`src/rtl/fir_pkg.sv`:
```
// fir_pkg: shared constants and per-tap wiring for the transposed FIR.
// Assumes the coefficient set is fixed at design time; the tap table below
// maps each tap to a shared odd product, a left shift and a sign.
package fir_pkg;

    localparam int NUM_TAPS  = 6;
    localparam int COEF_BITS = 6;   // bits to carry the largest magnitude (37 < 64)
    localparam int MULT_LAT  = 2;   // pipeline stages in the multiple network
    localparam int NUM_PROD  = 4;   // number of distinct odd products

    typedef enum logic [1:0] {
        MUL3  = 2'd0,
        MUL13 = 2'd1,
        MUL21 = 2'd2,
        MUL37 = 2'd3
    } mult_sel_e;

    typedef struct packed {
        mult_sel_e   sel;    // which shared odd product
        logic [1:0]  shift;  // left shift applied before the chain
        logic        neg;    // subtract instead of add
    } tap_cfg_t;

    // Tap k weights the sample k cycles old: 3, -13, 26, 37, 21, -3
    function automatic tap_cfg_t tap_cfg(input int k);
        tap_cfg_t c;
        case (k)
            0:       c = '{sel: MUL3,  shift: 2'd0, neg: 1'b0};
            1:       c = '{sel: MUL13, shift: 2'd0, neg: 1'b1};
            2:       c = '{sel: MUL13, shift: 2'd1, neg: 1'b0};
            3:       c = '{sel: MUL37, shift: 2'd0, neg: 1'b0};
            4:       c = '{sel: MUL21, shift: 2'd0, neg: 1'b0};
            default: c = '{sel: MUL3,  shift: 2'd0, neg: 1'b1};
        endcase
        return c;
    endfunction

endpackage

```
`src/rtl/fir_mult_block.sv`:
```
// fir_mult_block: two-stage shift-and-add network that forms the odd
// multiples 3x, 13x, 21x and 37x of the input sample.
// Assumes PROD_W holds DATA_W + COEF_BITS so that 37x never wraps.
// Stage 1: 3x, 5x and a copy of x. Stage 2: 3x, 13x = 4*3x + x,
// 21x = 4*5x + x, 37x = 32x + 5x.
module fir_mult_block #(
    parameter int DATA_W = 16,
    parameter int PROD_W = DATA_W + fir_pkg::COEF_BITS
) (
    input  logic                                       clk,
    input  logic                                       rst_n,
    input  logic signed [DATA_W-1:0]                   x_in,
    output logic [fir_pkg::NUM_PROD-1:0][PROD_W-1:0]   prod
);
    import fir_pkg::*;

    logic signed [PROD_W-1:0] xe;
    logic signed [PROD_W-1:0] s1_x, s1_m3, s1_m5;
    logic signed [PROD_W-1:0] p3, p13, p21, p37;

    // sign-extend the sample to product width
    assign xe = PROD_W'(x_in);

    // stage 1: first level of adders
    always_ff @(posedge clk) begin
        if (!rst_n) begin
            s1_x  <= '0;
            s1_m3 <= '0;
            s1_m5 <= '0;
        end else begin
            s1_x  <= xe;
            s1_m3 <= (xe <<< 1) + xe;
            s1_m5 <= (xe <<< 2) + xe;
        end
    end

    // stage 2: second level of adders builds the remaining odd multiples
    always_ff @(posedge clk) begin
        if (!rst_n) begin
            p3  <= '0;
            p13 <= '0;
            p21 <= '0;
            p37 <= '0;
        end else begin
            p3  <= s1_m3;
            p13 <= (s1_m3 <<< 2) + s1_x;
            p21 <= (s1_m5 <<< 2) + s1_x;
            p37 <= (s1_x <<< 5) + s1_m5;
        end
    end

    // pack products, indexed by mult_sel_e
    always_comb begin
        prod[MUL3]  = p3;
        prod[MUL13] = p13;
        prod[MUL21] = p21;
        prod[MUL37] = p37;
    end

    // counts edges since reset so checks look back only over valid history
    logic [1:0] warm;
    always_ff @(posedge clk) begin
        if (!rst_n)                     warm <= '0;
        else if (warm != 2'(MULT_LAT))  warm <= warm + 2'd1;
    end


    mult13_chk: assert property (@(posedge clk) disable iff (!rst_n)
        (warm == 2'(MULT_LAT)) |-> ($signed(prod[MUL13]) == 13 * $past(x_in, 2)));


    mult37_chk: assert property (@(posedge clk) disable iff (!rst_n)
        (warm == 2'(MULT_LAT)) |-> ($signed(prod[MUL37]) == 37 * $past(x_in, 2)));

endmodule

```
`src/rtl/fir_tap.sv`:
```
// fir_tap: one stage of the transposed summation chain. It selects a shared
// odd product, shifts it left, and adds it to or subtracts it from the
// partial sum of the older neighbour, then registers the result.
// Assumes ACC_W leaves enough guard bits that the sum never wraps.
module fir_tap #(
    parameter int               PROD_W = 22,
    parameter int               ACC_W  = 25,
    parameter fir_pkg::tap_cfg_t CFG   = '0
) (
    input  logic                                       clk,
    input  logic                                       rst_n,
    input  logic [fir_pkg::NUM_PROD-1:0][PROD_W-1:0]   prod,
    input  logic signed [ACC_W-1:0]                    acc_in,
    output logic signed [ACC_W-1:0]                    acc_out
);
    logic signed [PROD_W-1:0] pick;
    logic signed [ACC_W-1:0]  term;
    logic signed [ACC_W:0]    wide;

    // select, widen, shift and apply the sign of this tap's weight
    always_comb begin
        pick = prod[CFG.sel];
        term = ACC_W'(pick) <<< CFG.shift;
        wide = CFG.neg ? ((ACC_W+1)'(acc_in) - (ACC_W+1)'(term))
                       : ((ACC_W+1)'(acc_in) + (ACC_W+1)'(term));
    end

    // chain register for this tap
    always_ff @(posedge clk) begin
        if (!rst_n) acc_out <= '0;
        else        acc_out <= wide[ACC_W-1:0];
    end


    no_overflow_chk: assert property (@(posedge clk) disable iff (!rst_n)
        wide[ACC_W] == wide[ACC_W-1]);

endmodule

```
`src/rtl/fir_transposed.sv`:
```
// fir_transposed: full-parallel transposed-form FIR. The sample is gated by
// in_valid, fed to a shared multiple network, and every tap reads the
// products in the same cycle. Latency is MULT_LAT + 1 edges.
// Assumes one sample per clock and a synchronous active-low reset.
module fir_transposed #(
    parameter int DATA_W = 16,
    parameter int ACC_W  = DATA_W + fir_pkg::COEF_BITS + $clog2(fir_pkg::NUM_TAPS)
) (
    input  logic                      clk,
    input  logic                      rst_n,
    input  logic                      in_valid,
    input  logic signed [DATA_W-1:0]  in_sample,
    output logic                      out_valid,
    output logic signed [ACC_W-1:0]   out_sample
);
    import fir_pkg::*;

    localparam int PROD_W = DATA_W + COEF_BITS;
    localparam int LAT    = MULT_LAT + 1;

    logic signed [DATA_W-1:0]            x_g;
    logic [NUM_PROD-1:0][PROD_W-1:0]     prod;
    logic signed [ACC_W-1:0]             chain [NUM_TAPS+1];
    logic [LAT-1:0]                      vpipe;

    // invalid cycles enter the filter as zero samples
    assign x_g = in_valid ? in_sample : '0;

    fir_mult_block #(.DATA_W(DATA_W), .PROD_W(PROD_W)) mult_i (
        .clk   (clk),
        .rst_n (rst_n),
        .x_in  (x_g),
        .prod  (prod)
    );

    // the oldest tap starts from zero
    assign chain[NUM_TAPS] = '0;

    for (genvar k = 0; k < NUM_TAPS; k++) begin : g_tap
        fir_tap #(.PROD_W(PROD_W), .ACC_W(ACC_W), .CFG(tap_cfg(k))) tap_i (
            .clk     (clk),
            .rst_n   (rst_n),
            .prod    (prod),
            .acc_in  (chain[k+1]),
            .acc_out (chain[k])
        );
    end

    assign out_sample = chain[0];

    // carries the valid flag alongside the data latency
    always_ff @(posedge clk) begin
        if (!rst_n) vpipe <= '0;
        else        vpipe <= {vpipe[LAT-2:0], in_valid};
    end

    assign out_valid = vpipe[LAT-1];

    // counts edges since reset for the latency check window
    logic [1:0] warm;
    always_ff @(posedge clk) begin
        if (!rst_n)                warm <= '0;
        else if (warm != 2'(LAT))  warm <= warm + 2'd1;
    end


    valid_latency_chk: assert property (@(posedge clk) disable iff (!rst_n)
        (warm == 2'(LAT)) |-> (out_valid == $past(in_valid, 3)));


    reset_clear_chk: assert property (@(posedge clk) disable iff (!rst_n)
        !$past(rst_n) |-> (out_sample == '0 && !out_valid));

endmodule

```
`config.mk`:
```
export PLATFORM = sky130hd
export DESIGN_NAME = fir_transposed
export DESIGN_NICKNAME = d
export VERILOG_FILES = /design/src/rtl/fir_pkg.sv /design/src/rtl/fir_mult_block.sv /design/src/rtl/fir_tap.sv /design/src/rtl/fir_transposed.sv
export SDC_FILE = /design/constraint.sdc
export NUM_CORES = 1
export LEC_CHECK = 0
export BUFFER_PORTS_ARGS = -buffer_cell sky130_fd_sc_hd__buf_2
export CAP_MARGIN = 20
export CELL_PAD_IN_SITES_DETAIL_PLACEMENT = 0
export CELL_PAD_IN_SITES_GLOBAL_PLACEMENT = 1
export CORE_UTILIZATION = 45
export DETAILED_ROUTE_END_ITERATION = 12
export GPL_TIMING_DRIVEN = 0
export HOLD_SLACK_MARGIN = 0.05
export PLACE_DENSITY = 0.81
export RECOVER_POWER = 100
export SLEW_MARGIN = 20
export SYNTH_ARGS = -nofsm -noshare
export SYNTH_HDL_FRONTEND = slang
export SYNTH_SLANG_ARGS = --single-unit
```
`constraint.sdc`:
```
create_clock -name clk -period 3.5 [get_ports clk]
set_input_delay 0.175 -clock clk [delete_from_list [all_inputs] [get_ports clk]]
set_output_delay 0.175 -clock clk [all_outputs]
set_load 0.02 [all_outputs]
```
==> results of run 1 <==
final timing paths:
kind / startpoint / endpoint / slack [ns] / cells past startpoint
max: mult_i.p37[0] / g_tap[0].tap_i.acc_out[23] / 0.15 / 9
min: in_sample[5] / mult_i.s1_x[5] / 0.06 / 3
max reg2reg: mult_i.p37[0] / g_tap[0].tap_i.acc_out[23] / 0.15 / 9
min reg2reg: vpipe[1] / vpipe[2] / 0.43 / 1
cells by family (layout without fill, tap and decap cells):
logic type | after synthesis | after routing | synth area share (%)
buffers and inverters | 163 | 266 | 4.300
AO/OA/AOI/OAI | 505 | 505 | 20.19
adder cells (fa/ha/maj) | 194 | 194 | 15.06
multiplexers | 15 | 15 | 0.9193
flip-flops | 272 | 272 | 33.06
AND/OR/NAND/NOR | 623 | 623 | 18.49
XOR/XNOR | 150 | 150 | 7.978
stage by stage:
stage | setup TNS [ns] | power (uW)
after floorplan | 0 | 5976
after global placement | -6.868 | 6579
after detailed placement | -7.089 | 6622
after CTS | 0 | 9857
after global routing | 0 | 10340
final | 0 | 9789
registers in the layout, indices dropped and copies added, names as in the netlist, 13 cells and up:
signal	cells
mult_i.p37	21
g_tap.tap_i.acc_out	147
mult_i.s1_m3	16
mult_i.p3	16
mult_i.p13	18
mult_i.s1_x	13
mult_i.p21	19
mult_i.s1_m5	19
routing by layer:
layer  vias to the layer above  global-route usage, %  part of all wire (%)
met1                      6311                  27.27                    44
met3                        97                  2.127                   3.7
met2                       291                  41.44                    48
met5                         -                      0                     0
met4                         0                  8.622                   3.7
li1                       6998                      -                     -
power by group through the flow:
stage / Combinational, uW / Sequential (uW) / Clock [uW]
detailed placement: 2850 / 3770 / 0
floorplan: 2270 / 3710 / 0
global placement: 2810 / 3770 / 0
CTS: 2880 / 3710 / 3270
global route: 3200 / 3750 / 3390
finish: 2870 / 3710 / 3210
layout by cell type (no fill, tap or decap), types with 26 or more instances in the layout:
cell       count
dfxtp_1      270
nor2_1       241
ha_1         183
a21oi_1      131
o21ai_0       96
inv_1         78
clkbuf_1      78
nand2_1       78
xnor2_1       76
xor2_1        74
a21o_1        73
nor3_1        55
nand3_1       39
and2_1        35
clkbuf_16     31
and2_0        30
and3_1        28
a31oi_1       27
nand2b_1      26
timing repair:
item                                    in CTS  in global routing
gates resized for setup                      4                  9
hold buffers                                10                  0
endpoints found under the setup margin       5                  8
pin swaps                                    0                  0
hold endpoints to repair                    11                  0
tightest hold or removal path: cells and delay by family:
family | cells | cell delay [ns]
and+or+nand+nor | 1 | 0.12
buffers and inverters | 2 | 0.28
area by class of cell:
type / count / share of cell area (%)
clock inverter: 10 / 0.6819
buffer: 83 / 2.250
inverter: 80 / 1.637
sequential: 272 / 29.69
tap: 461 / 3.144
timing repair buffer: 51 / 1.507
clock buffer: 42 / 4.890
multi-input combinational: 1487 / 56.20
==> out/metrics.csv, run 1 <==
stage,metric,value,unit
synth,commonest register cell after synthesis,dfxtp_1,
global_route,largest net degree at the start of global routing,17,
detailed_routing,"antenna viol nets, final",0,
synth,post-synth top area share,33.06,%
timing,"Slew Viols, Final",0,
status,status,"complete, no violations",
synth,"Distinct cells, synth",71,
cells_and_area,layout cells sized above 1,5.778,%
die,I/O pin count,45,
power,sequential share of power,37.9,%
clocking,H-Tree Depth,1,
worst_setup_path,crit-path max cell delay,0.79,ns
worst_setup_path,WP buf/inv,0,
detailed_routing,1st-iter DRT viols,656,
synth,most frequent cells after synthesis,"dfxtp_1, nor2_1, ha_1",
timing,worst slew pin tran,1.099,ns
power,clock network power share,32.8,%
timing,RSZ-0062 raised after global routing,no,
worst_setup_path,slowest cell on the critical path,a2111oi_0,
clocking,root buf cell,clkbuf_16,
die,Die W,193.3,um
worst_setup_path,worst-path cell chain,ha_1 -> a211o_1 -> a2111oi_2 -> nor3_1 -> o41ai_2 -> a2111oi_0 -> o21ai_0 -> a21oi_1 -> mux2i_1,
worst_setup_path,Crit Path Max Fanout,8,
cells_and_area,"Design Area, Final",0.01835,mm^2
power,Sw Share,31.34,%
global_route,gr usage total,22.63,%
placement,Port Buffer Count,40,
synth,Seq cells post-synth,272,
worst_setup_path,worst path required time,3.98,ns
placement,Placed Area,0.01726,mm^2
synth,Gate Count Post-Synth,1922,
timing,Max Clock Skew,0.009199,ns
worst_setup_path,critical path's top delay family,compound AO/OA/AOI/OAI gates,
job,Max Cap Viol,0,
synth,Synth area leader,dfxtp_1,
timing,# setup viols final,0,
cells_and_area,Area Overhead vs Synth,11.41,%
detailed_routing,drt pass-1 iters,7,
cells_and_area,register area,0.005448,mm^2
worst_setup_path,WP data arrival,3.84,ns
die,row count,69,
detailed_routing,wire per inst,17.34,um
worst_setup_path,Startpoint Class,flip-flop,
placement,Place WS,-0.9715,ns
min_path,min-delay worst type,input pin to flip-flop,
clocking,CTS buffer count,30,
clocking,clk slew on worst S/H paths,0.06,ns
worst_setup_path,Crit Path Class,flip-flop to flip-flop,
synth,top area cells in the synthesized netlist,"dfxtp_1, ha_1, nor2_1, xnor2_1, a21oi_1",
clocking,count of clock tree sinks,272,
cells_and_area,# diodes,0,
detailed_routing,routed via count,13700,
timing,final hold vios,0,
die,DIE AREA,0.03736,mm^2
timing,post-layout min period,3.353,ns
placement,DP HPWL,34280,um
synth,Syn Nets,2132,
power,Combinational Power Share,29.3,%
power,largest vdd supply drop,350.4,uV
synth,Syn. warnings,0,
timing,final worst slack,0.1468,ns
synth,Synth Area per Inst,8.568,um^2
timing,hold slack,0.06254,ns
timing,Max-Slew Margin vs Limit,26.76,%
power,Internal,6721,uW
timing,fmax,298.2,MHz
synth,number of synthesized flops with an enable pin,0,
clocking,setup bufs post-CTS,0,
power,pwr/cell area,533.5,mW/mm^2
placement,placed insts,2424,
global_route,first-pass GRT wire length,67630,um
clocking,CTS tree,yes,
clocking,"Clk Latency, worst-skew pair",0.55,ns
timing,period utilization,95.80,%
clocking,clock buffer depth,3,
global_route,initial antenna violation count,1,
die,Starting Density,45.96,%
detailed_routing,Total Routed Length,43100,um
die,Core ar.,0.03583,mm^2
cells_and_area,filler-free cell count of the finished design,2486,
cells_and_area,post-layout util,51.21,%
cells_and_area,fin nets,2215,
synth,top-count cell post-synth,dfxtp_1,
cells_and_area,fillers,3391,
placement,GP Congestion,0.9548,
cells_and_area,multi-input logic area,0.01031,mm^2
power,P_sw,3068,uW
synth,fraction of registers with async set/reset,0,%
worst_setup_path,critical path capture point type,flip-flop,
global_route,number of global-route vias before repair,13550,
detailed_routing,Remaining DRCs,0,
synth,Mapped Area,0.01647,mm^2
global_route,Congestion Overflow GR,0,
detailed_routing,drt via density,5.510,
die,Chip Height,193.3,um
power,leakage power,0.008398,uW
synth,sequential share of the synthesized area,33.06,%
(Power assumes the default switching activity.)
==> run 2, diff against run 1 <==
--- a/config.mk
+++ b/config.mk
@@ -10,6 +10,7 @@
 export CELL_PAD_IN_SITES_DETAIL_PLACEMENT = 0
 export CELL_PAD_IN_SITES_GLOBAL_PLACEMENT = 1
 export CORE_UTILIZATION = 45
+export CTS_BUF_LIST = sky130_fd_sc_hd__clkbuf_4 sky130_fd_sc_hd__clkbuf_8
 export DETAILED_ROUTE_END_ITERATION = 12
 export GPL_TIMING_DRIVEN = 0
 export HOLD_SLACK_MARGIN = 0.05
==> out/metrics.csv, run 2 (synthesis gave the netlist of run 1 again) <==
stage,metric,value,unit,change
power,leakage power,0.008429,uW,+0.37%
power,largest vdd supply drop,228.8,uV,-35%
die,I/O pin count,45,,unchanged
global_route,initial antenna violation count,1,,unchanged
timing,TNS Setup,0,ns,unchanged
placement,GP Congestion,0.9548,,unchanged
cells_and_area,filler-free cell count of the finished design,2516,,+1.2%
die,Starting Density,45.96,%,unchanged
clocking,count of clock tree sinks,272,,unchanged
die,row count,69,,unchanged
cells_and_area,"commonest non-fill, non-tap cell in the layout",dfxtp_1,,
timing,post-layout min period,3.366,ns,+0.01290 ns
detailed_routing,"antenna viol nets, final",0,,unchanged
cells_and_area,multi-input logic area,0.01031,mm^2,about the same
placement,DP HPWL,34280,um,unchanged
power,pwr/cell area,525.2,mW/mm^2,-1.6%
cells_and_area,Area Overhead vs Synth,11.47,%,about the same
cells_and_area,layout cells sized above 1,7.105,%,+1.3 points
detailed_routing,Total Routed Length,43540,um,+1.0%
worst_setup_path,critical path capture point type,flip-flop,,
status,status,"complete, no violations",,
clocking,clk slew on worst S/H paths,0.06,ns,about the same
cells_and_area,most frequent cells in the layout,"dfxtp_1, nor2_1, ha_1, a21oi_1, o21ai_0",,
timing,Max-Slew Margin vs Limit,27.17,%,+0.40 points
cells_and_area,max FFs per register,147,,unchanged
min_path,min-delay worst type,input pin to flip-flop,,
global_route,largest net degree at the start of global routing,17,,unchanged
cells_and_area,register area,0.005448,mm^2,unchanged
detailed_routing,drt via density,5.492,,-0.33%
timing,RSZ-0062 raised after global routing,no,,
placement,Port Buffer Count,40,,unchanged
global_route,number of global-route vias before repair,13660,,+0.81%
cells_and_area,fin nets,2234,,+0.86%
timing,fmax,297.1,MHz,-0.38%
die,Chip Height,193.3,um,unchanged
timing,# setup viols final,0,,unchanged
cells_and_area,Reg with most FFs,g_tap.tap_i.acc_out,,
cells_and_area,Regs by FF count,"g_tap.tap_i.acc_out: 147 flops, mult_i.p37: 21 flops",,
worst_setup_path,WP data arrival,3.87,ns,+0.03 ns
timing,final hold vios,0,,unchanged
global_route,first-pass GRT wire length,68130,um,+0.75%
detailed_routing,routed via count,13820,,+0.88%
placement,placed insts,2424,,unchanged
timing,"Slew Viols, Final",0,,unchanged
die,Die W,193.3,um,unchanged
cells_and_area,fillers,3400,,+0.27%
detailed_routing,drt pass-1 iters,7,,unchanged
global_route,gr usage total,22.98,%,+0.34 points
worst_setup_path,Startpoint Class,flip-flop,,
clocking,H-Tree Depth,2,,+1
clocking,clock buffer depth,3,,unchanged
cells_and_area,post-layout util,51.24,%,about the same
timing,period utilization,96.17,%,+0.37 points
worst_setup_path,Crit Path Class,flip-flop to flip-flop,,
detailed_routing,Remaining DRCs,0,,unchanged
clocking,"Clk Latency, worst-skew pair",0.58,ns,+0.03 ns
timing,hold slack,0.2256,ns,+0.1631 ns
detailed_routing,wire per inst,17.30,um,-0.19%
detailed_routing,1st-iter DRT viols,682,,+4.0%
global_route,Congestion Overflow GR,0,,unchanged
worst_setup_path,r2r setup slk,0.13,ns,about the same
clocking,root buf cell,clkbuf_8,,
clocking,CTS buffer count,46,,+53%
timing,Max Clock Skew,0.02005,ns,+0.01085 ns
cells_and_area,# diodes,0,,unchanged
power,overall power,9642,uW,-1.5%
die,DIE AREA,0.03736,mm^2,unchanged
clocking,CTS tree,yes,,
worst_setup_path,worst path required time,4.01,ns,+0.03 ns
timing,worst slew pin tran,1.092,ns,-0.006076 ns
job,Max Cap Viol,0,,unchanged
die,Core ar.,0.03583,mm^2,unchanged
worst_setup_path,Crit Path Max Fanout,8,,unchanged
## run 2: cell types whose count changed in the layout (fill, tap and decap cells not counted), moves of 2 or more
cell           delta
dlygate4sd3_1     +3
clkbuf_16        -31
clkbuf_4         +13
clkinv_2          -4
clkbuf_1          -2
clkbuf_8         +52
## run 2: worst max-delay path, stage by stage (launching register included)
cell	delay, ns
dfxtp_1	0.55
ha_1	0.30
a211o_1	0.21
a2111oi_2	0.11
nor3_1	0.42
o41ai_2	0.17
a2111oi_0	0.79
o21ai_0	0.31
a21oi_1	0.25
mux2i_1	0.19
## run 2: metrics by stage
step,worst slack [ns],cell area (um^2)
after floorplan,0.3756,16470
after global placement,-0.9185,17250
after detailed placement,-0.9715,17260
after global routing,0.007111,18360
final,0.1339,18360
after CTS,0.1094,18400
## run 2: area by class of cell
| type | count | area share, % |
|---|---|---|
| clock buffer | 73 | 5.030 |
| clock inverter | 6 | 0.4498 |
| inverter | 80 | 1.636 |
| timing repair buffer | 54 | 1.670 |
| tap | 461 | 3.142 |
| sequential | 272 | 29.68 |
| multi-input combinational | 1487 | 56.15 |
| buffer | 83 | 2.249 |
## run 2: metal layers
| layer | global-route usage, % | part of all wire (%) | wire length, um |
|---|---|---|---|
| met5 | 0 | 0 | 0 |
| met1 | 27.22 | 44 | 19260 |
| met2 | 41.51 | 48 | 20800 |
| met4 | 10.58 | 4.4 | 1916 |
| met3 | 2.563 | 3.6 | 1559 |
## run 2: worst paths after layout
check | from | endpoint | cells past startpoint
min | in_sample[3] | mult_i.s1_m3[8] | 5
max reg2reg | mult_i.p37[0] | g_tap[0].tap_i.acc_out[23] | 9
max | mult_i.p37[0] | g_tap[0].tap_i.acc_out[23] | 9
min reg2reg | vpipe[1] | vpipe[2] | 1
## run 2: repair_timing
item | in CTS | in global routing
hold endpoints to repair | 14 | 0
setup endpoints to repair | 4 | 7
buffers inserted | 0 | 0
hold buffers | 13 | 0
gates resized for setup | 4 | 8
pin swaps | 0 | 0
## run 2: power by group
| part | switching, uW | internal, uW | total [uW] |
|---|---|---|---|
| clock network | 1250 | 1810 | 3060 |
| registers | 185 | 3520 | 3710 |
| logic | 1660 | 1220 | 2870 |
==> run 3, diff against run 2 <==
--- a/config.mk
+++ b/config.mk
@@ -7,14 +7,12 @@
 export LEC_CHECK = 0
 export BUFFER_PORTS_ARGS = -buffer_cell sky130_fd_sc_hd__buf_2
 export CAP_MARGIN = 20
-export CELL_PAD_IN_SITES_DETAIL_PLACEMENT = 0
-export CELL_PAD_IN_SITES_GLOBAL_PLACEMENT = 1
 export CORE_UTILIZATION = 45
 export CTS_BUF_LIST = sky130_fd_sc_hd__clkbuf_4 sky130_fd_sc_hd__clkbuf_8
 export DETAILED_ROUTE_END_ITERATION = 12
 export GPL_TIMING_DRIVEN = 0
 export HOLD_SLACK_MARGIN = 0.05
-export PLACE_DENSITY = 0.81
+export PLACE_DENSITY = 0.67
 export RECOVER_POWER = 100
 export SLEW_MARGIN = 20
 export SYNTH_ARGS = -nofsm -noshare
==> out/metrics.csv, run 3 (synthesis gave the netlist of run 1 again) <==
stage,metric,value,unit,change
status,status,"complete, but fails checks",,
status,failing checks,design-rule violations,,
worst_setup_path,Crit Path Max Fanout,8,,unchanged
timing,TNS Setup,0,ns,unchanged
worst_setup_path,critical path capture point type,flip-flop,,
min_path,hold path start,in_valid,,
placement,DP HPWL,33990,um,-0.85%
worst_setup_path,worst-path cell chain,ha_1 -> fa_1 -> a21o_1 -> a21o_1 -> a2111o_1 -> nand2_1 -> o211ai_1 -> a31oi_1 -> o21ai_0 -> mux2i_1,,
worst_setup_path,Startpoint Class,flip-flop,,
clocking,CTS buffer count,46,,unchanged
timing,post-layout min period,3.291,ns,-0.07516 ns
worst_setup_path,WP data arrival,3.72,ns,-0.15 ns
clocking,root buf cell,clkbuf_8,,
cells_and_area,max FFs per register,147,,unchanged
cells_and_area,post-layout util,51.14,%,-0.098 points
worst_setup_path,origin of the critical flop-to-flop path,mult_i.p37[0],,
worst_setup_path,WP buf/inv,0,,unchanged
die,DIE AREA,0.03736,mm^2,unchanged
worst_setup_path,critical path's top delay family,compound AO/OA/AOI/OAI gates,,
worst_setup_path,slowest cell on the critical path,a31oi_1,,
die,Chip Height,193.3,um,unchanged
power,pwr/cell area,526.2,mW/mm^2,+0.18%
die,Starting Density,45.96,%,unchanged
placement,Port Buffer Count,40,,unchanged
placement,placed insts,2423,,-0.041%
timing,hold slack,0.2283,ns,+0.002684 ns
die,Die W,193.3,um,unchanged
global_route,largest net degree at the start of global routing,17,,unchanged
clocking,clock buffer depth,3,,unchanged
worst_setup_path,CP most frequent cell,a21o_1,,
detailed_routing,routed via count,13910,,+0.67%
die,row count,69,,unchanged
job,Max Cap Viol,0,,unchanged
global_route,gr usage total,22.91,%,-0.061 points
timing,period utilization,94.03,%,-2.1 points
cells_and_area,filler-free cell count of the finished design,2517,,+0.040%
min_path,WHS Path Cells,5,,unchanged
timing,"Slew Viols, Final",0,,unchanged
detailed_routing,drt pass-1 iters,11,,+4
worst_setup_path,Crit Path Class,flip-flop to flip-flop,,
timing,worst slew pin tran,1.189,ns,+0.09672 ns
die,I/O pin count,45,,unchanged
clocking,CTS tree,yes,,
detailed_routing,Remaining DRCs,6,,+6
placement,GP Congestion,0.9564,,+0.17%
placement,Placed Area,0.01725,mm^2,about the same
power,largest vdd supply drop,270.8,uV,+18%
detailed_routing,drt via density,5.526,,+0.63%
global_route,number of global-route vias before repair,13840,,+1.3%
detailed_routing,Total Routed Length,43460,um,-0.18%
global_route,initial antenna violation count,0,,-1
cells_and_area,fillers,3413,,+0.38%
cells_and_area,"Design Area, Final",0.01832,mm^2,-0.19%
clocking,H-Tree Depth,2,,unchanged
min_path,min-delay worst type,input pin to flip-flop,,
clocking,setup bufs post-CTS,0,,unchanged
detailed_routing,wire per inst,17.27,um,-0.22%
worst_setup_path,worst path required time,3.93,ns,-0.08 ns
timing,final hold vios,0,,unchanged
timing,Max-Slew Margin vs Limit,20.72,%,-6.4 points
worst_setup_path,reg-to-reg endpoint,g_tap[0].tap_i.acc_out[24],,
cells_and_area,Reg with most FFs,g_tap.tap_i.acc_out,,
cells_and_area,Regs by FF count,"g_tap.tap_i.acc_out: 147 flops, mult_i.p37: 21 flops",,
worst_setup_path,FF-to-FF path depth,10,,+1
min_path,Worst Hold Endpoint,mult_i.s1_m3[3],,
timing,fmax,303.9,MHz,+2.3%
timing,# setup viols final,0,,unchanged
clocking,count of clock tree sinks,272,,unchanged
worst_setup_path,crit-path max cell delay,0.50,ns,-0.29 ns
detailed_routing,"antenna viol nets, final",0,,unchanged
global_route,first-pass GRT wire length,68380,um,+0.37%
cells_and_area,layout cells sized above 1,6.910,%,-0.19 points
worst_setup_path,r2r setup slk,0.21,ns,+0.08 ns
worst_setup_path,Crit. Startpoint,mult_i.p37[0],,
die,Core ar.,0.03583,mm^2,unchanged
cells_and_area,"commonest non-fill, non-tap cell in the layout",dfxtp_1,,
timing,RSZ-0062 raised after global routing,no,,
power,leakage power,0.008394,uW,-0.41%
clocking,"Clk Latency, worst-skew pair",0.57,ns,about the same
global_route,Congestion Overflow GR,0,,unchanged
cells_and_area,fin nets,2232,,-0.090%
clocking,clk slew on worst S/H paths,0.06,ns,about the same
cells_and_area,most frequent cells in the layout,"dfxtp_1, nor2_1, ha_1, a21oi_1, o21ai_0",,
detailed_routing,1st-iter DRT viols,851,,+25%
timing,Max Clock Skew,0.02915,ns,+0.009102 ns
cells_and_area,Area Overhead vs Synth,11.26,%,
## run 3: cell types whose count changed in the layout (fill, tap and decap cells not counted), sizes merged
cell / before / now
buf: 43 / 41
bufinv: 2 / 3
clkbuf: 154 / 152
clkinv: 5 / 6
clkinvlp: 1 / 2
diode: 0 / 1
inv: 78 / 79
## run 3: how the worst max path moves through the flow
stage | to | slack (ns) | cells after the start
5_1_grt | g_tap[2].tap_i.acc_out[23] | 0.04 | 10
4_1_cts | mult_i.s1_m3[15] | 0.06 | 17
6_report | g_tap[0].tap_i.acc_out[24] | 0.21 | 10
3_5_place_dp | mult_i.s1_m3[15] | -0.84 | 17
2_1_floorplan | mult_i.s1_m3[15] | 0.38 | 16
3_3_place_gp | mult_i.s1_m3[15] | -0.85 | 17
## run 3: worst register-to-register path, stage by stage (launching register included)
cell	delay [ns]
dfxtp_1	0.42
ha_1	0.29
fa_1	0.42
a21o_1	0.18
a21o_1	0.21
a2111o_1	0.44
nand2_1	0.12
o211ai_1	0.19
a31oi_1	0.50
o21ai_0	0.24
mux2i_1	0.16
## run 3: power breakdown
part	internal, uW	leakage [uW]	total [uW]	switching, uW
combinational	1210	0.00563	2880	1670
clock	1790	0.000527	3040	1250
sequential	3530	0.00224	3710	187
total	6530	0.00839	9640	3110
## run 3: metrics by stage
stage          power [uW]  setup slack [ns]
2_1_floorplan        5976            0.3756
3_3_place_gp         6576           -0.8457
3_5_place_dp         6630           -0.8436
4_1_cts              9716           0.05982
5_1_grt             10220           0.03809
6_report             9641            0.2091
## run 3: cell type report
class | count | area [um^2] | area share, %
clock buffer | 71 | 864.6 | 4.719
antenna | 1 | 2.502 | 0.01366
timing repair buffer | 53 | 294.0 | 1.605
clock inverter | 10 | 133.9 | 0.7307
buffer | 82 | 406.6 | 2.219
multi-input combinational | 1487 | 10300 | 56.19
inverter | 80 | 300.3 | 1.639
tap | 461 | 576.8 | 3.148
sequential | 272 | 5448 | 29.73
## run 3: metal layers
metal	global-route usage, %	share of wire (%)	up-vias
li1	-	-	7058
met1	27.12	44	6402
met2	42.11	48	346
met3	2.615	4.3	103
met4	8.948	3.3	0
met5	0	0	-
## run 3: what timing repair did
action                                 4_1_cts  5_1_grt
hold buffers                                13        0
setup endpoints to repair                    3        9
endpoints found under the hold margin       14        0
gates resized for setup                      3        5
